===== src/rtl/qtd_pkg.sv =====
package qtd_pkg;
   typedef enum logic [2:0] {
      FR_IDLE,
      FR_ADDR,
      FR_DATA,
      FR_APPLY,
      FR_GUARD
   } fr_state_t;
endpackage


===== src/rtl/qtd_front.sv =====
// Input conditioning: synchronizers, serial clock rise detect, select glitch filter.
module qtd_front #(
   parameter int SYNC_STAGES = 2,
   parameter int SEL_FILT    = 4
) (
   input  logic clk,
   input  logic rst_n,
   input  logic sck,
   input  logic sel,
   input  logic din,
   input  logic prog,
   output logic sck_rise,
   output logic sel_f,
   output logic din_s,
   output logic prog_s
);
   localparam int FW = $clog2(SEL_FILT + 1);

   logic [SYNC_STAGES-1:0] sk_q, se_q, di_q, pg_q;
   logic                   sck_d;

   always_ff @(posedge clk or negedge rst_n) begin
      if (!rst_n) begin
         sk_q  <= '0;
         se_q  <= '0;
         di_q  <= '0;
         pg_q  <= '0;
         sck_d <= 1'b0;
      end else begin
         sk_q  <= {sk_q[SYNC_STAGES-2:0], sck};
         se_q  <= {se_q[SYNC_STAGES-2:0], sel};
         di_q  <= {di_q[SYNC_STAGES-2:0], din};
         pg_q  <= {pg_q[SYNC_STAGES-2:0], prog};
         sck_d <= sk_q[SYNC_STAGES-1];
      end
   end

   assign sck_rise = sk_q[SYNC_STAGES-1] & ~sck_d;
   assign din_s    = di_q[SYNC_STAGES-1];
   assign prog_s   = pg_q[SYNC_STAGES-1];

   generate
      if (SEL_FILT <= 1) begin : g_nofilt
         always_ff @(posedge clk or negedge rst_n) begin
            if (!rst_n) sel_f <= 1'b0;
            else        sel_f <= se_q[SYNC_STAGES-1];
         end
      end else begin : g_filt
         logic [FW-1:0] low_cnt;
         always_ff @(posedge clk or negedge rst_n) begin
            if (!rst_n) begin
               sel_f   <= 1'b0;
               low_cnt <= '0;
            end else if (se_q[SYNC_STAGES-1]) begin
               sel_f   <= 1'b1;
               low_cnt <= '0;
            end else if (sel_f) begin
               if (low_cnt == FW'(SEL_FILT - 1)) begin
                  sel_f   <= 1'b0;
                  low_cnt <= '0;
               end else begin
                  low_cnt <= low_cnt + 1'b1;
               end
            end
         end
      end
   endgenerate
endmodule


===== src/rtl/qtd_frame.sv =====
// Serial frame decoder: start bit, address, data shift with old-value readback.
module qtd_frame
   import qtd_pkg::*;
#(
   parameter int CH_NUM = 4,
   parameter int CODE_W = 8
) (
   input  logic                     clk,
   input  logic                     rst_n,
   input  logic                     rise,
   input  logic                     sel_f,
   input  logic                     din_s,
   input  logic                     prog_s,
   input  logic [CH_NUM*CODE_W-1:0] work_flat,
   output logic                     apply,
   output logic [$clog2(CH_NUM)-1:0] apply_addr,
   output logic [CODE_W-1:0]        apply_data,
   output logic                     apply_prog,
   output logic                     sdo
);
   localparam int AW    = $clog2(CH_NUM);
   localparam int CNT_W = $clog2(CODE_W);

   fr_state_t         st;
   logic [CNT_W-1:0]  cnt;
   logic [AW-1:0]     addr_q, nxt_addr;
   logic [CODE_W-1:0] sh_q, rd_word;
   logic              apply_q, prog_q;

   generate
      if (AW == 1) begin : g_a1
         assign nxt_addr = din_s;
      end else begin : g_an
         assign nxt_addr = {din_s, addr_q[AW-1:1]};
      end
   endgenerate

   assign rd_word = work_flat[int'(nxt_addr)*CODE_W +: CODE_W];

   always_ff @(posedge clk or negedge rst_n) begin
      if (!rst_n) begin
         st      <= FR_IDLE;
         cnt     <= '0;
         addr_q  <= '0;
         sh_q    <= '0;
         apply_q <= 1'b0;
         prog_q  <= 1'b0;
      end else begin
         apply_q <= 1'b0;
         if (!sel_f) begin
            st <= FR_IDLE;
         end else if (rise) begin
            unique case (st)
               FR_IDLE: if (din_s) begin
                  st  <= FR_ADDR;
                  cnt <= '0;
               end
               FR_ADDR: begin
                  addr_q <= nxt_addr;
                  if (cnt == CNT_W'(AW - 1)) begin
                     st   <= FR_DATA;
                     cnt  <= '0;
                     sh_q <= rd_word;
                  end else begin
                     cnt <= cnt + 1'b1;
                  end
               end
               FR_DATA: begin
                  sh_q <= {din_s, sh_q[CODE_W-1:1]};
                  if (cnt == CNT_W'(CODE_W - 1)) st <= FR_APPLY;
                  else                           cnt <= cnt + 1'b1;
               end
               FR_APPLY: begin
                  apply_q <= 1'b1;
                  prog_q  <= prog_s;
                  st      <= FR_GUARD;
               end
               FR_GUARD: st <= FR_IDLE;
               default:  st <= FR_IDLE;
            endcase
         end
      end
   end

   assign apply      = apply_q;
   assign apply_prog = prog_q;
   assign apply_addr = addr_q;
   assign apply_data = sh_q;
   assign sdo        = (st == FR_DATA || st == FR_APPLY || st == FR_GUARD) ? sh_q[0] : 1'b0;
endmodule


===== src/rtl/qtd_bank.sv =====
// Working and stored code registers per channel, with the write-busy timer.
module qtd_bank #(
   parameter int                           CH_NUM     = 4,
   parameter int                           CODE_W     = 8,
   parameter int                           WRITE_CLKS = 64,
   parameter logic [CH_NUM*CODE_W-1:0]     INIT_VEC   = '0
) (
   input  logic                      clk,
   input  logic                      rst_n,
   input  logic                      sel_f,
   input  logic                      apply,
   input  logic [$clog2(CH_NUM)-1:0] apply_addr,
   input  logic [CODE_W-1:0]         apply_data,
   input  logic                      apply_prog,
   output logic [CH_NUM*CODE_W-1:0]  work_flat,
   output logic [CH_NUM*CODE_W-1:0]  store_flat,
   output logic                      busy
);
   localparam int AW = $clog2(CH_NUM);
   localparam int BW = $clog2(WRITE_CLKS + 1);

   logic [BW-1:0] busy_cnt;
   logic          commit;

   assign commit = apply & apply_prog & ~busy & sel_f;
   assign busy   = (busy_cnt != '0);

   always_ff @(posedge clk or negedge rst_n) begin
      if (!rst_n)          busy_cnt <= '0;
      else if (commit)     busy_cnt <= BW'(WRITE_CLKS);
      else if (busy)       busy_cnt <= busy_cnt - 1'b1;
   end

   generate
      for (genvar g = 0; g < CH_NUM; g++) begin : g_ch
         logic [CODE_W-1:0] w_r, s_r;
         logic              hit;
         assign hit = (apply_addr == AW'(g));
         always_ff @(posedge clk or negedge rst_n) begin
            if (!rst_n) begin
               w_r <= INIT_VEC[g*CODE_W +: CODE_W];
               s_r <= INIT_VEC[g*CODE_W +: CODE_W];
            end else begin
               if (!sel_f)           w_r <= s_r;
               else if (apply && hit) w_r <= apply_data;
               if (commit && hit)    s_r <= apply_data;
            end
         end
         assign work_flat[g*CODE_W +: CODE_W]  = w_r;
         assign store_flat[g*CODE_W +: CODE_W] = s_r;
      end
   endgenerate
endmodule


===== src/rtl/quad_trim_dac.sv =====
module quad_trim_dac #(
   parameter int                       CH_NUM      = 4,
   parameter int                       CODE_W      = 8,
   parameter int                       SYNC_STAGES = 2,
   parameter int                       SEL_FILT    = 4,
   parameter int                       WRITE_CLKS  = 64,
   parameter logic [CH_NUM*CODE_W-1:0] INIT_VEC    = {CH_NUM{1'b1, {(CODE_W-1){1'b0}}}}
) (
   input  logic                     clk,
   input  logic                     rst_n,
   input  logic                     ser_clk,
   input  logic                     ser_sel,
   input  logic                     ser_din,
   input  logic                     prog_en,
   output logic                     ser_dout,
   output logic                     ser_dout_oe,
   output logic [CH_NUM*CODE_W-1:0] dac_code,
   output logic                     wr_busy
);
   localparam int AW = $clog2(CH_NUM);

   generate
      if (CH_NUM < 2 || (CH_NUM & (CH_NUM - 1)) != 0) begin : g_bad_ch
         $error("CH_NUM must be a power of two, at least 2");
      end
      if (AW > CODE_W) begin : g_bad_w
         $error("address wider than code");
      end
      if (SYNC_STAGES < 2) begin : g_bad_sync
         $error("SYNC_STAGES must be at least 2");
      end
      if (WRITE_CLKS < 1 || SEL_FILT < 1) begin : g_bad_cnt
         $error("WRITE_CLKS and SEL_FILT must be positive");
      end
   endgenerate

   logic              sck_rise, sel_f, din_s, prog_s;
   logic              apply_p, apply_prog, sdo;
   logic [AW-1:0]     apply_addr;
   logic [CODE_W-1:0] apply_data;
   logic [CH_NUM*CODE_W-1:0] work_flat, store_flat;

   qtd_front #(.SYNC_STAGES(SYNC_STAGES), .SEL_FILT(SEL_FILT)) u_front (
      .clk(clk), .rst_n(rst_n), .sck(ser_clk), .sel(ser_sel), .din(ser_din),
      .prog(prog_en), .sck_rise(sck_rise), .sel_f(sel_f), .din_s(din_s), .prog_s(prog_s)
   );

   qtd_frame #(.CH_NUM(CH_NUM), .CODE_W(CODE_W)) u_frame (
      .clk(clk), .rst_n(rst_n), .rise(sck_rise), .sel_f(sel_f), .din_s(din_s),
      .prog_s(prog_s), .work_flat(work_flat), .apply(apply_p), .apply_addr(apply_addr),
      .apply_data(apply_data), .apply_prog(apply_prog), .sdo(sdo)
   );

   qtd_bank #(.CH_NUM(CH_NUM), .CODE_W(CODE_W), .WRITE_CLKS(WRITE_CLKS), .INIT_VEC(INIT_VEC)) u_bank (
      .clk(clk), .rst_n(rst_n), .sel_f(sel_f), .apply(apply_p), .apply_addr(apply_addr),
      .apply_data(apply_data), .apply_prog(apply_prog), .work_flat(work_flat),
      .store_flat(store_flat), .busy(wr_busy)
   );

   assign dac_code    = work_flat;
   assign ser_dout_oe = sel_f;
   assign ser_dout    = sdo & sel_f;
endmodule


===== config.mk =====
export PLATFORM = sky130hd
export DESIGN_NAME = quad_trim_dac
export DESIGN_NICKNAME = d
export VERILOG_FILES = /design/src/rtl/qtd_pkg.sv /design/src/rtl/qtd_front.sv /design/src/rtl/qtd_frame.sv /design/src/rtl/qtd_bank.sv /design/src/rtl/quad_trim_dac.sv
export SDC_FILE = /design/constraint.sdc
export NUM_CORES = 1
export LEC_CHECK = 0
export CORE_AREA = 2 2 99 101
export DETAILED_ROUTE_END_ITERATION = 6
export DIE_AREA = 0 0 101 103
export HOLD_SLACK_MARGIN = 0.02
export PLACE_DENSITY = 0.82
export SLEW_MARGIN = 20
export SYNTH_ARGS = -nofsm -noshare
export SYNTH_HDL_FRONTEND = slang
export SYNTH_HIERARCHICAL = 1
export SYNTH_SLANG_ARGS = --single-unit

===== constraint.sdc =====
create_clock -name clk -period 1.7 [get_ports clk]
set_input_delay 0.34 -clock clk [delete_from_list [all_inputs] [get_ports clk]]
set_output_delay 0.34 -clock clk [all_outputs]
set_load 0.005 [all_outputs]

---- Word level (Yosys, flattened, before mapping) ----
Index checks and enable logic that the tools add are counted.
W data, S select, Z words.
word-level totals
  register bits ........................... 102
  output and inout bits ................... 35
  word-level logic and storage cells ...... 108
cells by class
  $add $sub $neg .......................... 3
  equal/unequal tests ..................... 21
  shift-type cells ........................ 1
  mux-type cells .......................... 32
  bitwise gates (word level) .............. 7
  reductions and logical operators ........ 22
operator list
  cell                   count
  $mux W8                9
  $mux W3                11
  $shiftx A32 B6 Y8      1
  $pmux W8 S2            1
  $mux W7                2
  $pmux W3 S4            1
  $ne A2 B1 Y1 const B   5
  $eq A3 B2 Y1 const B   3
  $pmux W3 S3            1
  $logic_and A1 B1 Y1    8
  $reduce_and A4 Y1      2
  $mux W1                7
  $reduce_bool A7 Y1     1
  $sub A7 B1 Y7 const B  1
  $add A3 B1 Y3 const B  2
  $eq A3 B1 Y1 const B   2
  $eq A3 B3 Y1 const B   2
  $ne A2 B2 Y1 const B   3
  $ne A3 B2 Y1 const B   2
  $reduce_and A3 Y1      2
  $reduce_bool A2 Y1     3
  $and A1 B1 Y1          5
  $reduce_and A5 Y1      1
  $eq A2 B2 Y1 const B   2
  other kinds (7)        9

---- Longest topological paths before layout ----
  depth in word-level cells ............... 5
  gate-level depth with buffers ........... 7
  depth with buffers taken out ............ 6

---- Modules after synthesis ----
Netlist, hierarchy kept.
modules (own cells, without submodules)
  module         times used  cells each  area an instance (um^2)
  qtd_bank       1           251         3130.5
  qtd_frame      1           108         1167.4
  qtd_front      1           25          412.9
  quad_trim_dac  1           1           6.3

---- Worst setup path after synthesis ----
No wires, ideal clock.
  kind .................................... reg-to-reg
  start ................................... register u_bank.busy_cnt[0]
  end ..................................... register u_bank.g_ch[0].s_r[0]
  library setup time ...................... 0.125 ns
  data arrival time ....................... 1.658 ns
  required time ........................... 1.575 ns
  path slack .............................. -0.083 ns
  cell stages (with the launch flop) ...... 6
  clock period less this slack ............ 1.783 ns
  cell sequence ........................... dfrtp_1 -> inv_1 -> ha_1 -> nor3b_4 -> nand4_4 -> mux2_2
on the way
  longest elaborated chain between the ends .. 5
ends and longest elaborated chain
  item                         RTL line        RTL
  start: declaration           qtd_bank.sv:22  logic [BW-1:0] busy_cnt;
  start signal: assignment     qtd_bank.sv:30  else if (commit) busy_cnt <= BW'(WRITE_CLKS);
  start signal: assignment     qtd_bank.sv:31  else if (busy) busy_cnt <= busy_cnt - 1'b1;
  $reduce_bool A7 Y1           qtd_bank.sv:26  assign busy = (busy_cnt != '0);
  $not A1 Y1                   qtd_bank.sv:25  assign commit = apply & apply_prog & ~busy & sel_f;
  $and A1 B1 Y1 (2 in series)  qtd_bank.sv:25
  $logic_and A1 B1 Y1          qtd_bank.sv:46  if (commit && hit) s_r <= apply_data;
  end signal: assignment       qtd_bank.sv:42  s_r <= INIT_VEC[g*CODE_W +: CODE_W];
  end signal: assignment       qtd_bank.sv:46
  end: declaration             qtd_bank.sv:36  logic [CODE_W-1:0] w_r, s_r;
Every way passes these cells.
A chain may end at the register's enable or synchronous reset.

---- Worst setup path in the final report ----
  start ................................... register u_bank.busy_cnt[0]
  end ..................................... output port wr_busy
on the way
  longest elaborated chain between the ends .. 1
ends and longest elaborated chain
  item                RTL line             RTL
  $reduce_bool A7 Y1  qtd_bank.sv:26
  end: declaration    quad_trim_dac.sv:18  output logic wr_busy
Every way passes these cells.

==> results_dict.tcl <==
set metrics [dict create \
    grt_pass1_vias 3313 \
    die_h_um 103 \
    antenna_cells 0 \
    p_total_mw 9.09 \
    grtUsageTotal_pct 20.8 \
    timing.final.crit_period_ns 1.76 \
    synthCells 385 \
    rows 36 \
    gp_congestion 0.835 \
    switching_share_pct 35.9 \
    critPathRequiredTime_ns 1.36 \
    grt_max_degree 73 \
    crit_end "wr_busy" \
    io_buffers 40 \
    antenna_found_initial 0 \
    yosys.area.top_type "dfrtp_1" \
    yosysSeqAreaShare_pct 54.3 \
    syn_to_final_growth_pct 22.0 \
    fin_crit_sh_pct 104 \
    power.density_nw_per_um2 1580 \
    numClockSinks 102 \
    post_synth.cell_area_avg_um2 12.3 \
    rrSetupSlack_ns -0.05 \
    core-area_um2 9460 \
    ys_async_sr_fraction_pct 100 \
    combPwrFrac_pct 40.6 \
    worstHoldPathType "register to register" \
    final_cells 581 \
    fin_area_um2 5750 \
    status "finished with violations" \
    dpl_cell_area_um2 5430 \
    intPower_mw 5.83 \
    muxShareOfSynthArea_pct 20.6 \
    finalSetupViolCount 29 \
    synth-edff-count 0 \
    wl_per_cell_um 17.7 \
    cp-start-kind "register" \
    yosys.area_share.simple_pct 13.0 \
    vias 3269 \
    end_kind "output port" \
    ir_drop_v 0.000702 \
    overflow 0 \
    drc 0 \
    first_pass_iters 5 \
    synth_flop_cell "dfrtp_1" \
    grt_pass1_wl_um 16500 \
    dp_slack_ns -0.0463 \
    tightest_slew_ns 0.704 \
    cts_made_buffers 9 \
    start_util_pct 49.9 \
    synthesis.area_um2 4720 \
    clk_latency_ns 0.39 \
    h-tree-depth 3 \
    whs_path_depth 0 \
    p_clk_share_pct 16.7 \
    viasPerCell 5.63 \
    placed_cells 551 \
    path_max_fanout 2 \
    postLayoutCoreUtil_pct 60.8 \
    leakage_nw 2.80 \
    hold_violations 0 \
    drive_gt1_share_pct 28.7 \
    path_clk_slew_ns 0.10 \
    slew_viol_final 0 \
    critPathArrivalTime_ns 1.42 \
    synthXorXnorAreaFrac_pct 0.371 \
    dieArea_um2 10400 \
    yosysWarnings 6 \
    grt_setup_unrepaired "true" \
    num-nets-final 473 \
    synth_top_area_share_pct 49.9 \
    yosysUniqueCellTypes 46 \
    worstReg2RegEnd "u_bank/g_ch[2].s_r[2]$_DFFE_PN0P_" \
    max_freq_mhz 567 \
    clockRootBuffer "clkbuf_8" \
    clockBufferDepth 2 \
    cp-startpoint "u_bank/busy_cnt[0]$_DFFE_PN0P_" \
    setup_ws_ns -0.0649 \
    synth-seq-cells 102 \
    synth.net_count 396 \
    critPathKind "register to output port" \
    synth_top_family_by_area "multiplexers" \
    synth_fa_ha_area_share_pct 1.33 \
    reg2regPathDepth 7 \
    skew_ns 0.0145 \
    dp_hpwl_um 7030 \
    crit-reg2reg-launch "u_bank/busy_cnt[0]$_DFFE_PN0P_" \
    failed_checks "negative setup slack" \
    die_x_um 101 \
    setup-tns-final_ns -0.953 \
    drt-total-wl_um 10300 \
    drtIter0Drc 217 \
    cts_tree "built" \
    fin_hold_ws_ns 0.358 \
    synth_compound_area_share_pct 7.56 \
    ios 41 \
    synth.area.top_cells "dfrtp_1 50%, mux2_2 9.1%, mux2i_1 7.9%" \
    maxCapViolations 0 \
    slew-limit-headroom_pct 53.0 \
    p_seq_share_pct 42.7 \
    ant_nets 0 \
    p_sw_mw 3.27 \
]
## timing repair
action	4_1_cts	5_1_grt
hold buffers	1	0
pin swaps	7	5
setup buffers	8	6
setup endpoints to repair	21	49
resized for setup	13	7
endpoints found under the hold margin	30	0
## worst max-delay path: stages (launching register included)
cell	delay [ns]
dfrtp_1	0.40
inv_1	0.07
ha_2	0.18
nor3b_4	0.19
nand2_1	0.09
buf_2	0.13
## per-layer routing
| layer | global-route usage [%] | vias up | share of wire, % |
|---|---|---|---|
| met1 | 28.2 | 1667 | 45 |
| met5 | 0 | - | 0 |
| met2 | 34.3 | 57 | 50 |
| met4 | 7.59 | 0 | 1.7 |
| li1 | - | 1531 | - |
| met3 | 3.39 | 14 | 2.6 |
## power by group through the flow
stage / Sequential (mW) / Combinational (mW) / Clock [mW]
final: 3.88 / 3.69 / 1.52
after global routing: 4.00 / 4.05 / 1.63
after CTS: 3.89 / 3.53 / 1.54
after detailed placement: 3.96 / 3.43 / 0
after global placement: 3.92 / 3.30 / 0
after floorplan: 3.77 / 1.91 / 0
## registers in the layout (all words and copies together) (netlist names)
register	count
u_front/pg_q	2
u_front/di_q	2
u_front/sk_q	2
u_frame/apply_prog	1
u_frame/st	3
u_front/sel_f	1
u_frame/apply_addr	2
u_front/se_q	2
u_frame/cnt	3
u_front/g_filt.low_cnt	3
u_bank/busy_cnt	7
u_bank/g_ch.w_r	32
u_bank/g_ch.s_r	32
u_front/sck_d	1
u_frame/apply	1
u_frame/apply_data	8
## logic make-up after synthesis
kind of cell	after synthesis
AND/OR/NAND/NOR	106
flip-flops	102
multiplexers	83
AO/OA/AOI/OAI	61
buffers and inverters	26
adder cells (fa/ha/maj)	5
XOR/XNOR	2
## placed cells by master (no fill, tap or decap), types with 5 or more instances in the layout
cell type | synthesis | routed
clkdlybuf4s50_1 | 0 | 31
mux2i_1 | 37 | 37
clkbuf_8 | 0 | 9
buf_4 | 1 | 43
mux2_2 | 38 | 37
nor2b_1 | 7 | 6
dfstp_2 | 8 | 8
dfrtp_1 | 94 | 93
nand2b_1 | 5 | 5
a21oi_1 | 37 | 37
nor2_1 | 45 | 45
nand2_1 | 19 | 19
inv_1 | 6 | 6
mux4_2 | 7 | 7
a31oi_1 | 8 | 8
o21ai_0 | 6 | 5
## worst min-delay path by stage
| stage | start | end | slack (ns) |
|---|---|---|---|
| floorplan | rst_n | u_bank/busy_cnt[0]$_DFFE_PN0P_ | 0.04 |
| global placement | u_front/sk_q[0]$_DFF_PN0_ | u_front/sk_q[1]$_DFF_PN0_ | 0.33 |
| detailed placement | u_front/di_q[0]$_DFF_PN0_ | u_front/di_q[1]$_DFF_PN0_ | 0.33 |
| CTS | u_front/di_q[0]$_DFF_PN0_ | u_front/di_q[1]$_DFF_PN0_ | 0.36 |
| global route | u_front/se_q[0]$_DFF_PN0_ | u_front/se_q[1]$_DFF_PN0_ | 0.38 |
| finish | u_front/di_q[0]$_DFF_PN0_ | u_front/di_q[1]$_DFF_PN0_ | 0.36 |
## final cells by class
class	count	area (um2)
Tap cell	114	143
Sequential cell	102	2560
Clock inverter	7	78.8
Timing Repair Buffer	86	773
Clock buffer	9	124
Inverter	6	22.5
Multi-Input combinational cell	257	2050
Fill cell	755	3700
## Yosys cell counts (6+ instances only)
cell type and count:
dfrtp_1 94, nor2_1 45, mux2_2 38, a21oi_1 37, mux2i_1 37, nand2_1 19
clkbuf_1 9, a31oi_1 8, dfstp_2 8, buf_2 7, mux4_2 7, nor2b_1 7
inv_1 6, o21ai_0 6
Power figures use the tool's default switching activity.
